$ cat src/rtl/board_regs_pkg.sv
package board_regs_pkg;

    typedef enum logic [2:0] {
        SEL_NONE,
        SEL_BUILD,
        SEL_CLKHZ,
        SEL_LED,
        SEL_SWITCH,
        SEL_RSTKEY
    } reg_sel_e;

    // word indices (byte offset >> 2)
    localparam int unsigned IDX_BUILD  = 0;
    localparam int unsigned IDX_CLKHZ  = 1;
    localparam int unsigned IDX_LED    = 2;
    localparam int unsigned IDX_SWITCH = 3;
    localparam int unsigned IDX_RSTKEY = 4;

    localparam logic [31:0] RESET_KEY = 32'h0000_DEAD;

endpackage

$ cat src/rtl/sw_sync.sv
module sw_sync #(
    parameter int unsigned W = 8
) (
    input  logic         clk,
    input  logic         rst_n,
    input  logic [W-1:0] din,
    output logic [W-1:0] dout
);

    typedef struct packed {
        logic [W-1:0] meta;
        logic [W-1:0] sync;
    } sync_state_t;

    sync_state_t st_d, st_q;

    always_comb begin
        st_d      = st_q;
        st_d.meta = din;
        st_d.sync = st_q.meta;
    end

    always_ff @(posedge clk or negedge rst_n) begin
        if (!rst_n) st_q <= '0;
        else        st_q <= st_d;
    end

    assign dout = st_q.sync;

endmodule

$ cat src/rtl/reg_addr_dec.sv
module reg_addr_dec
    import board_regs_pkg::*;
#(
    parameter int unsigned ADDR_W = 16
) (
    input  logic [ADDR_W-1:0] addr,
    output reg_sel_e          sel
);

    localparam int unsigned WIDX_W = ADDR_W - 2;

    logic [WIDX_W-1:0] widx;
    assign widx = addr[ADDR_W-1:2];

    always_comb begin
        if (widx == WIDX_W'(IDX_BUILD))       sel = SEL_BUILD;
        else if (widx == WIDX_W'(IDX_CLKHZ))  sel = SEL_CLKHZ;
        else if (widx == WIDX_W'(IDX_LED))    sel = SEL_LED;
        else if (widx == WIDX_W'(IDX_SWITCH)) sel = SEL_SWITCH;
        else if (widx == WIDX_W'(IDX_RSTKEY)) sel = SEL_RSTKEY;
        else                                  sel = SEL_NONE;
    end

endmodule

$ cat src/rtl/reset_key_gen.sv
module reset_key_gen
    import board_regs_pkg::*;
(
    input  logic        clk,
    input  logic        rst_n,
    input  logic        wr_en,
    input  reg_sel_e    sel,
    input  logic [31:0] wdata,
    output logic        req
);

    typedef struct packed {
        logic req;
    } key_state_t;

    key_state_t st_d, st_q;

    always_comb begin
        st_d     = st_q;
        st_d.req = wr_en && (sel == SEL_RSTKEY) && (wdata == RESET_KEY);
    end

    always_ff @(posedge clk or negedge rst_n) begin
        if (!rst_n) st_q <= '0;
        else        st_q <= st_d;
    end

    assign req = st_q.req;

    AST_REQ_FOLLOWS_KEY_WRITE: assert property (@(posedge clk) disable iff (!rst_n)
        req |-> ($past(wr_en) && $past(sel) == SEL_RSTKEY && $past(wdata) == RESET_KEY));

    AST_REQ_QUIET_IN_RESET: assert property (@(posedge clk)
        !rst_n |-> !req);

endmodule

$ cat src/rtl/board_ctrl_regs.sv
module board_ctrl_regs
    import board_regs_pkg::*;
#(
    parameter int unsigned ADDR_W     = 16,
    parameter int unsigned LED_W      = 8,
    parameter int unsigned SW_W       = 8,
    parameter logic [31:0] BUILD_CODE = 32'h0927_2011,
    parameter int unsigned CLK_HZ     = 10_000_000
) (
    input  logic              clk,
    input  logic              rst_n,
    input  logic              psel,
    input  logic              penable,
    input  logic              pwrite,
    input  logic [ADDR_W-1:0] paddr,
    input  logic [31:0]       pwdata,
    output logic [31:0]       prdata,
    input  logic [SW_W-1:0]   dip_sw,
    output logic [LED_W-1:0]  led,
    output logic              rst_req
);

    localparam logic [31:0] CLK_WORD = 32'(CLK_HZ);

    typedef struct packed {
        logic [LED_W-1:0] led;
        logic [31:0]      rdata;
    } regs_state_t;

    regs_state_t st_d, st_q;

    logic [SW_W-1:0] sw_synced;
    reg_sel_e        sel;
    logic            rd_strobe;
    logic            wr_en;

    assign rd_strobe = psel && !penable && !pwrite;
    assign wr_en     = psel &&  penable &&  pwrite;

    sw_sync #(.W(SW_W)) u_sw_sync (
        .clk  (clk),
        .rst_n(rst_n),
        .din  (dip_sw),
        .dout (sw_synced)
    );

    reg_addr_dec #(.ADDR_W(ADDR_W)) u_dec (
        .addr(paddr),
        .sel (sel)
    );

    reset_key_gen u_key (
        .clk  (clk),
        .rst_n(rst_n),
        .wr_en(wr_en),
        .sel  (sel),
        .wdata(pwdata),
        .req  (rst_req)
    );

    always_comb begin
        st_d = st_q;
        if (wr_en && sel == SEL_LED) begin
            st_d.led = pwdata[LED_W-1:0];
        end
        if (rd_strobe) begin
            unique case (sel)
                SEL_BUILD:  st_d.rdata = BUILD_CODE;
                SEL_CLKHZ:  st_d.rdata = CLK_WORD;
                SEL_LED:    st_d.rdata = 32'(st_q.led);
                SEL_SWITCH: st_d.rdata = 32'(sw_synced);
                default:    st_d.rdata = '0;
            endcase
        end
    end

    always_ff @(posedge clk or negedge rst_n) begin
        if (!rst_n) st_q <= '0;
        else        st_q <= st_d;
    end

    assign led    = st_q.led;
    assign prdata = st_q.rdata;

    AST_LED_CHANGES_ONLY_ON_WRITE: assert property (@(posedge clk) disable iff (!rst_n)
        !(wr_en && sel == SEL_LED) |=> $stable(led));

    AST_LED_TAKES_WDATA: assert property (@(posedge clk) disable iff (!rst_n)
        (wr_en && sel == SEL_LED) |=> led == $past(pwdata[LED_W-1:0]));

    AST_BUILD_CODE_READ: assert property (@(posedge clk) disable iff (!rst_n)
        (rd_strobe && sel == SEL_BUILD) |=> prdata == BUILD_CODE);

    AST_UNMAPPED_READS_ZERO: assert property (@(posedge clk) disable iff (!rst_n)
        (rd_strobe && (sel == SEL_NONE || sel == SEL_RSTKEY)) |=> prdata == 32'h0);

    AST_RDATA_HOLDS: assert property (@(posedge clk) disable iff (!rst_n)
        !rd_strobe |=> $stable(prdata));

endmodule

$ cat config.mk
export PLATFORM = sky130hd
export DESIGN_NAME = board_ctrl_regs
export DESIGN_NICKNAME = d
export VERILOG_FILES = /design/src/rtl/board_regs_pkg.sv /design/src/rtl/sw_sync.sv /design/src/rtl/reg_addr_dec.sv /design/src/rtl/reset_key_gen.sv /design/src/rtl/board_ctrl_regs.sv
export SDC_FILE = /design/constraint.sdc
export NUM_CORES = 1
export LEC_CHECK = 0
export BUFFER_PORTS_ARGS = -buffer_cell sky130_fd_sc_hd__buf_4
export CAP_MARGIN = 20
export CORE_MARGIN = 5
export CORE_UTILIZATION = 42
export DETAILED_ROUTE_END_ITERATION = 12
export GPL_TIMING_DRIVEN = 0
export PLACE_DENSITY = 0.84
export SLEW_MARGIN = 20
export SYNTH_ARGS = -nofsm -noshare
export SYNTH_HDL_FRONTEND = slang
export SYNTH_HIERARCHICAL = 1
export SYNTH_SLANG_ARGS = --single-unit
$ cat constraint.sdc
create_clock -name clk -period 1.1 [get_ports clk]
set_clock_uncertainty 0.15 [all_clocks]
set_input_delay 0.33 -clock clk [delete_from_list [all_inputs] [get_ports clk]]
set_output_delay 0.33 -clock clk [all_outputs]
set_load 0.03 [all_outputs]
**Word-level counts from Yosys, hierarchy flattened**

Cells that the tools add are included.

- Multiplexer cells: 6
- Equal/unequal tests: 10
- Reduce and logical (&&, ||, !) cells: 10

Operator list:

| kind | number |
|---|---|
| 28-bit case mux with 4 select lines | 1 |
| 32-bit by 16-bit == test with 1-bit output (second input constant) | 1 |
| 14-bit by 2-bit == test with 1-bit output (second input constant) | 2 |
| 3-bit two-way mux | 5 |
| 14-bit by 1-bit == test with 1-bit output (second input constant) | 1 |
| 14-bit by 3-bit == test with 1-bit output (second input constant) | 1 |
| 14-bit logical NOT | 1 |
| 1-bit logical AND | 7 |
| 3-bit by 2-bit == test with 1-bit output (second input constant) | 2 |
| 3-bit == test (second input constant) | 2 |
| 3-bit by 1-bit == test with 1-bit output (second input constant) | 1 |
| 1-bit logical NOT | 2 |

- Register bits after elaboration: 57
- Logic and storage cells: 31
- Output and inout port bits: 41

**Depth between registers and ports, before layout**

Gate-level depths: netlist (run 1).

- Depth in word-level cells: 9
- Mapped depth: 9
- Mapped depth without buffers: 6

**Hierarchy**

The synthesis (run 1) kept the hierarchy.

Modules (own cells, without submodules):

| module | cells each | times used | seq. area each (um^2) | area each (um^2) |
|---|---|---|---|---|
| board_ctrl_regs | 97 | 1 | 450.4 | 1,046.0 |
| sw_sync | 16 | 1 | 400.4 | 400.4 |
| reset_key_gen | 13 | 1 | 25.0 | 135.1 |
| reg_addr_dec | 11 | 1 | 0.0 | 76.3 |

**Least setup slack after synthesis (run 1)**

No wires, ideal clock.

- Path type: input to register
- From: input port paddr[11]
- To: register st_q, in the netlist led[0]
- Setup time: 0.125 ns
- Path slack: -1.195 ns
- Cell stages on the path: 9
- Required time: 0.825 ns
- Arrival time: 2.020 ns
- Cells stage by stage: nor4_2 -> nand3_1 -> nor3_1 -> buf_6 -> and3b_1 -> buf_6 -> and2_4 -> buf_6 -> mux2_4

RTL lines:

| element | line | text |
|---|---|---|
| start: declaration | board_ctrl_regs.sv:15 | `input logic [ADDR_W-1:0] paddr,` |
| 14-bit by 2-bit == test with 1-bit output | reg_addr_dec.sv:19 | `else if (widx == WIDX_W'(IDX_SWITCH)) sel = SEL_SWITCH;` |
| 3-bit two-way mux | reg_addr_dec.sv:19 |  |
| 3-bit two-way mux | reg_addr_dec.sv:18 | `else if (widx == WIDX_W'(IDX_LED)) sel = SEL_LED;` |
| 3-bit two-way mux | reg_addr_dec.sv:17 | `else if (widx == WIDX_W'(IDX_CLKHZ)) sel = SEL_CLKHZ;` |
| 3-bit two-way mux * | reg_addr_dec.sv:16 | `if (widx == WIDX_W'(IDX_BUILD)) sel = SEL_BUILD;` |
| via sel[1] | board_ctrl_regs.sv:33 | `reg_sel_e sel;` |
| 3-bit by 2-bit == test with 1-bit output * | board_ctrl_regs.sv:63 | `if (wr_en && sel == SEL_LED) begin` |
| 1-bit logical AND * | board_ctrl_regs.sv:63 |  |
| end signal: assignment | board_ctrl_regs.sv:79 | `else st_q <= st_d;` |
| end: declaration | board_ctrl_regs.sv:30 | `regs_state_t st_d, st_q;` |

The timed path passes the listed nets; every way through them passes the cells marked *.
A chain may end at the register's enable or synchronous reset.

**Worst setup path in the final report (run 1)**

- From: input port paddr[7]
- To: register st_q, in the netlist led[0]

- Longest elaborated chain between the ends: 8

Ends and longest elaborated chain:

| element | line | text |
|---|---|---|
| 14-bit by 3-bit == test with 1-bit output | reg_addr_dec.sv:20 | `else if (widx == WIDX_W'(IDX_RSTKEY)) sel = SEL_RSTKEY;` |
| 3-bit two-way mux | reg_addr_dec.sv:20 |  |
| 3-bit two-way mux | reg_addr_dec.sv:19 |  |
| 3-bit two-way mux | reg_addr_dec.sv:18 |  |
| 3-bit two-way mux | reg_addr_dec.sv:17 |  |
| 3-bit two-way mux * | reg_addr_dec.sv:16 |  |
| via sel[0] | board_ctrl_regs.sv:33 |  |
| 3-bit by 2-bit == test with 1-bit output * | board_ctrl_regs.sv:63 |  |
| 1-bit logical AND * | board_ctrl_regs.sv:63 |  |

Marked as above.

==> flow_summary.json, run 1 <==
{
  "ir_worst_vdd_mv": 1.188,
  "drt-initial-drc-count": 126,
  "seqPwrFrac_pct": 42.9,
  "rsz0062_at_grt": "yes",
  "avgViaCountPerCell": 5.109,
  "violations": "setup timing",
  "ant_nets": 0,
  "synth_top_family_by_area": "simple AND/OR/NAND/NOR gates",
  "min_period_ns": 2.123,
  "layout_common_cells": "buf_4, buf_6, dfrtp_1, nand2_1, conb_1",
  "drc": 0,
  "grt_antenna_before_repair": 0,
  "clockPowerShare_pct": 45.3,
  "final_common_cell": "buf_4",
  "diodes": 0,
  "drive_gt1_share_pct": 66.90,
  "cts-htree-levels": 2,
  "finalCritPeriodShare_pct": 193.0,
  "finalSetupViolations": 50,
  "synth_seq_cells": 35,
  "gp_congestion": 0.7683,
  "synth_cells": 137,
  "synth_fa_ha_area_share_pct": 0,
  "worstPathRequired_ns": 1.13,
  "root_buffer": "clkbuf_8",
  "p_leak_nw": 1.536,
  "synthFlopType": "dfrtp_1",
  "cts_buffers": 5,
  "grt_max_degree": 36,
  "syn_area_um2": 1658,
  "num_rows": 22,
  "synth_edf_count": 0,
  "cp_max_fo": 8,
  "post_synth_mux_area_share_pct": 7.245,
  "dpl.hpwl_um": 3159,
  "critPathKind": "in2reg",
  "synth.avg_cell_area_um2": 12.10,
  "p_per_area_nw_per_um2": 974.2,
  "cts_tree": "yes",
  "ys_types": 37,
  "coreArea_um2": 3744,
  "post-route-util_pct": 84.93,
  "vias": 1681,
  "areaGrowthSynthToFinish_pct": 91.77,
  "p_sw_mw": 0.6751,
  "avgRoutedWirePerCell_um": 19.13,
  "grt_usage_pct": 23.13,
  "clkTransAtPathRegs_ns": 0.08,
  "hold_ws_ns": 0.1300,
  "die_area_um2": 5303,
  "routed_wl_um": 6295,
  "cts.sinks": 35,
  "synth_warnings": 6,
  "grt_pass1_wl_um": 9149,
  "fin_setup_tns_ns": -27.39,
  "finalHoldViolations": 0,
  "first_pass_iters": 4,
  "pwr-share-comb_pct": 11.8,
  "switching_share_pct": 21.80,
  "final_max_slew_viol_count": 0,
  "start_kind": "primary input",
  "hp-class": "in2reg",
  "maxCapViolCount": 0,
  "io_buffers": 89,
  "synthSimpleGateAreaFrac_pct": 17.13,
  "nNetsFinal": 341,
  "internal-power_mw": 2.422,
  "synth-compound-area-share_pct": 8.830,
  "initial_core_util_pct": 44.28,
  "ys_async_sr_fraction_pct": 100.0,
  "clockBufferDepth": 2,
  "clock.fmax_mhz": 470.9,
  "overflow": 0,
  "nFillCells": 191,
  "status": "complete, but fails checks",
  "io_pins": 102,
  "finalPower_mw": 3.097,
  "dieWidth_um": 72.83,
  "insertion_delay_ns": 0.29,
  "worst_ep_arrival_time_ns": 2.15,
  "grt_pass1_vias": 1790,
  "die_y_um": 72.83,
  "ys_seq_area_share_pct": 52.83,
  "dpl_worst_slack_ns": -1.375,
  "setup_slack_ns": -1.023,
  "synthXorXnorAreaFrac_pct": 0.5283,
  "crit_path_end_kind": "flop"
}
-- registers in the layout, indices dropped and copies added (netlist names) --
| register | count |
|---|---|
| led | 8 |
| u_sw_sync/dout | 8 |
| prdata | 10 |
| u_key/req | 1 |
| u_sw_sync/st_d | 8 |
-- synth_stat cells (2+ instances only) --
master	n	area (um2)
a21oi_1	2	10.01
a22oi_1	6	45.04
buf_4	22	165.2
buf_6	3	33.78
dfrtp_1	35	875.8
inv_1	3	11.26
mux2_4	8	120.1
nand2_1	11	41.29
nand2b_1	3	18.77
nand3_1	2	10.01
nand4_1	2	12.51
nor3_1	2	10.01
nor4_1	3	18.77
nor4_2	3	37.54
nor4b_2	2	30.03
o21ai_0	8	40.04
o41ai_1	2	17.52
-- critical path: stages --
cell	delay, ns
buf_6	0.09
nor4_4	0.30
nand3_2	0.19
a211oi_2	0.27
clkbuf_8	0.19
and3b_2	0.20
and2_4	0.24
mux2_4	0.32
-- metal layers --
| layer | GRT usage (%) | wire, um | share of wire [%] |
|---|---|---|---|
| met4 | 12.09 | 179 | 2.8 |
| met2 | 40.88 | 3328 | 53 |
| met5 | 0 | 0 | 0 |
| met1 | 24.15 | 2219 | 35 |
| met3 | 7.713 | 567 | 9.0 |
-- layout make-up --
type / instances / area (um2) / share of cell area [%]
Timing Repair Buffer: 129 / 1137 / 35.77
Sequential cell: 35 / 878.3 / 27.63
Multi-Input combinational cell: 81 / 716.9 / 22.55
Buffer: 25 / 239.0 / 7.517
Clock buffer: 5 / 68.82 / 2.165
Clock inverter: 3 / 67.56 / 2.125
Tap cell: 48 / 60.06 / 1.889
Inverter: 3 / 11.26 / 0.3542
-- final timing paths --
| check | startpoint | to | slack [ns] | cells past startpoint |
|---|---|---|---|---|
| setup / recovery | paddr[7] | led[0]$_DFFE_PN0P_ | -1.02 | 8 |
| hold / removal | pwdata[6] | led[6]$_DFFE_PN0P_ | 0.13 | 2 |
| setup reg to reg | led[0]$_DFFE_PN0P_ | prdata[0]$_DFFE_PN0P_ | -0.24 | 5 |
| hold reg to reg | u_sw_sync/st_d[0]$_DFF_PN0_ | u_sw_sync/dout[0]$_DFF_PN0_ | 0.21 | 0 |
| max in group asynchronous | rst_n | prdata[24]$_DFFE_PN0P_ | 0.09 | 2 |
| min in group asynchronous | rst_n | u_sw_sync/st_d[6]$_DFF_PN0_ | 0.37 | 2 |
-- repair_timing --
action,in CTS,in global routing
gates resized for setup,56,8
endpoints found under the setup margin,50,50
endpoints found under the hold margin,43,0
buffers inserted,23,11
pin swaps,12,10
hold buffers,9,0
-- kinds of logic after synthesis --
logic type,Yosys count
flops,35
buf+inv,30
xor+xnor,1
compound gates,22
mux,8
other cells,1
simple gates,40
-- power by group through the flow --
stage / Sequential (mW) / Combinational, mW / Clock (mW)
floorplan: 1.35 / 0.103 / 0
global placement: 1.35 / 0.303 / 0
detailed placement: 1.35 / 0.308 / 0
CTS: 1.32 / 0.342 / 1.38
global route: 1.33 / 0.389 / 1.46
finish: 1.33 / 0.365 / 1.40
-- stage by stage --
stage / instance area [um2] / std cells
2_1_floorplan: 1788 / 146
3_3_place_gp: 2516 / 283
3_5_place_dp: 2516 / 283
4_1_cts: 3095 / 321
5_1_grt: 3179 / 329
6_report: 3179 / 329
(Power assumes the default switching activity.)
==> run 2, diff against run 1 <==
Settings changed: CORE_MARGIN 5 to 8.
==> run 2 against run 1 <==
Net effect: the run still ends with setup timing left; highest routed layer unchanged; sequential share of layout area up 0.46 points; via count down 7.0%; fmax up 2.4%; first-iteration DRC count down 51%; final area down 1.7%; register-to-register slack better by 0.06 ns; combinational power down 3%; critical path depth unchanged; count of clock-buffer cells in the layout up 1; critical path type unchanged; cell count up 0.30%; sequential cell count unchanged; utilization down 4.4 points.
==> flow_summary.json, run 2 (synthesis results as in run 1) <==
{
  "initial_core_util_pct": 42.67,
  "slowest_stage": "mux2_4",
  "dieWidth_um": 78.83,
  "min_period_ns": 2.074,
  "critical_path.startpoint": "paddr[14]",
  "finalPower_mw": 2.568,
  "finalHoldViolations": 0,
  "reg2reg_depth": 4,
  "cts_buffers": 5,
  "p_leak_nw": 1.510,
  "overflow": 0,
  "vias": 1564,
  "grt_usage_pct": 17.08,
  "cp_max_fo": 8,
  "post-route-util_pct": 80.48,
  "root_buffer": "clkbuf_8",
  "cts-htree-levels": 2,
  "drt-initial-drc-count": 62,
  "largest_reg_flops": 10,
  "coreArea_um2": 3885,
  "p_per_area_nw_per_um2": 821.3,
  "finalCritPeriodShare_pct": 188.5,
  "start_kind": "primary input",
  "status": "complete, but fails checks",
  "dpl.hpwl_um": 3687,
  "dpl_worst_slack_ns": -1.405,
  "num_rows": 23,
  "dpl_cell_area_um2": 2519,
  "insertion_delay_ns": 0.29,
  "seqPwrFrac_pct": 51.6,
  "ir_worst_vdd_mv": 0.8987,
  "fin_cells": 330,
  "gp_congestion": 0.7052,
  "worst_ep_arrival_time_ns": 2.09,
  "worstPathRequired_ns": 1.11,
  "grt_pass1_vias": 1717,
  "rsz0062_at_grt": "yes",
  "grt_pass1_wl_um": 8273,
  "violations": "setup timing",
  "finalSetupViolations": 50,
  "clockPowerShare_pct": 34.6,
  "areaGrowthSynthToFinish_pct": 88.60,
  "avgRoutedWirePerCell_um": 17.17,
  "dp_cells": 285,
  "io_pins": 102,
  "crit_path_end_kind": "flop",
  "cts_tree": "yes",
  "grt_max_degree": 36,
  "first_pass_iters": 4,
  "final_common_cell": "buf_4",
  "maxCapViolCount": 0,
  "die_y_um": 78.83,
  "diodes": 0,
  "pwr-share-comb_pct": 13.7,
  "crit_path_cell_trace": "buf_4, nor4_4, nand3_2, a211oi_2, clkbuf_8, and3b_2, and2_4, mux2_4",
  "layout_common_cells": "buf_4, buf_6, dfrtp_1, nand2_1, conb_1",
  "switching_share_pct": 23.78,
  "hp-class": "in2reg",
  "clockBufferDepth": 2,
  "hold_ws_ns": 0.01604,
  "routed_wl_um": 5665,
  "fin_area_um2": 3127,
  "setup_slack_ns": -0.9736,
  "avgViaCountPerCell": 4.739,
  "grt_antenna_before_repair": 0,
  "hp-start": "dip_sw[2]",
  "critPathKind": "in2reg",
  "final_max_slew_viol_count": 0,
  "slowest_delay_ns": 0.32,
  "die_area_um2": 6213,
  "io_buffers": 89,
  "clock.fmax_mhz": 482.3,
  "r2r_slack_ns": -0.18,
  "internal-power_mw": 1.957,
  "drive_gt1_share_pct": 67.14,
  "p_sw_mw": 0.6105,
  "fin_setup_tns_ns": -25.44,
  "drc": 0,
  "hold_depth": 1,
  "ant_nets": 0,
  "timing.rr.start": "led[7]$_DFFE_PN0P_",
  "nNetsFinal": 340,
  "clkTransAtPathRegs_ns": 0.06,
  "cts.sinks": 35
}
==> run 2: path summary, 6_finish.rpt <==
check / to
worst max-delay path: led[1]$_DFFE_PN0P_
worst min-delay path: u_sw_sync/st_d[2]$_DFF_PN0_
worst max register to register: prdata[7]$_DFFE_PN0P_
worst min register to register: u_sw_sync/dout[1]$_DFF_PN0_
max in group asynchronous: prdata[24]$_DFFE_PN0P_
min in group asynchronous: u_sw_sync/st_d[5]$_DFF_PN0_
==> run 2: timing repair <==
item | 4_1_cts | 5_1_grt
endpoints found under the hold margin | 42 | 0
gates resized for setup | 42 | 24
endpoints found under the setup margin | 50 | 52
buffers inserted | 18 | 13
cloned | 0 | 0
hold buffers | 8 | 0
pin swaps | 6 | 12
==> run 2: worst max-delay path: cells and delay by family <==
kind | cells | cell delay, ns
simple gates | 4 | 0.89
mux | 1 | 0.32
buf+inv | 2 | 0.30
compound gates | 1 | 0.25
==> run 2: cell type report <==
| cell class | instances | area, um2 |
|---|---|---|
| plain buffers | 25 | 239.0 |
| multi-input cells | 81 | 715.7 |
| clock buffers | 6 | 72.57 |
| inverters | 3 | 11.26 |
| flip-flops and latches | 35 | 878.3 |
| fillers | 228 | 758.2 |
| repair buffers | 128 | 1135 |
| clock inverters | 2 | 12.51 |
| well taps | 50 | 62.56 |
==> run 2: routing by layer <==
metal  wire, um  vias up  global-route usage [%]
met5          0        -                       0
met2       3123       77                   32.48
met4         44        0                   5.370
met1       2089      743                   16.76
met3        408        6                   6.095
li1           -      738                       -
==> run 2: power groups by stage <==
stage / Sequential (mW) / Combinational, mW / Clock, mW
after floorplan: 1.35 / 0.103 / 0
after global placement: 1.35 / 0.305 / 0
after detailed placement: 1.35 / 0.314 / 0
after CTS: 1.32 / 0.342 / 0.905
after global routing: 1.33 / 0.377 / 0.963
final: 1.33 / 0.353 / 0.889
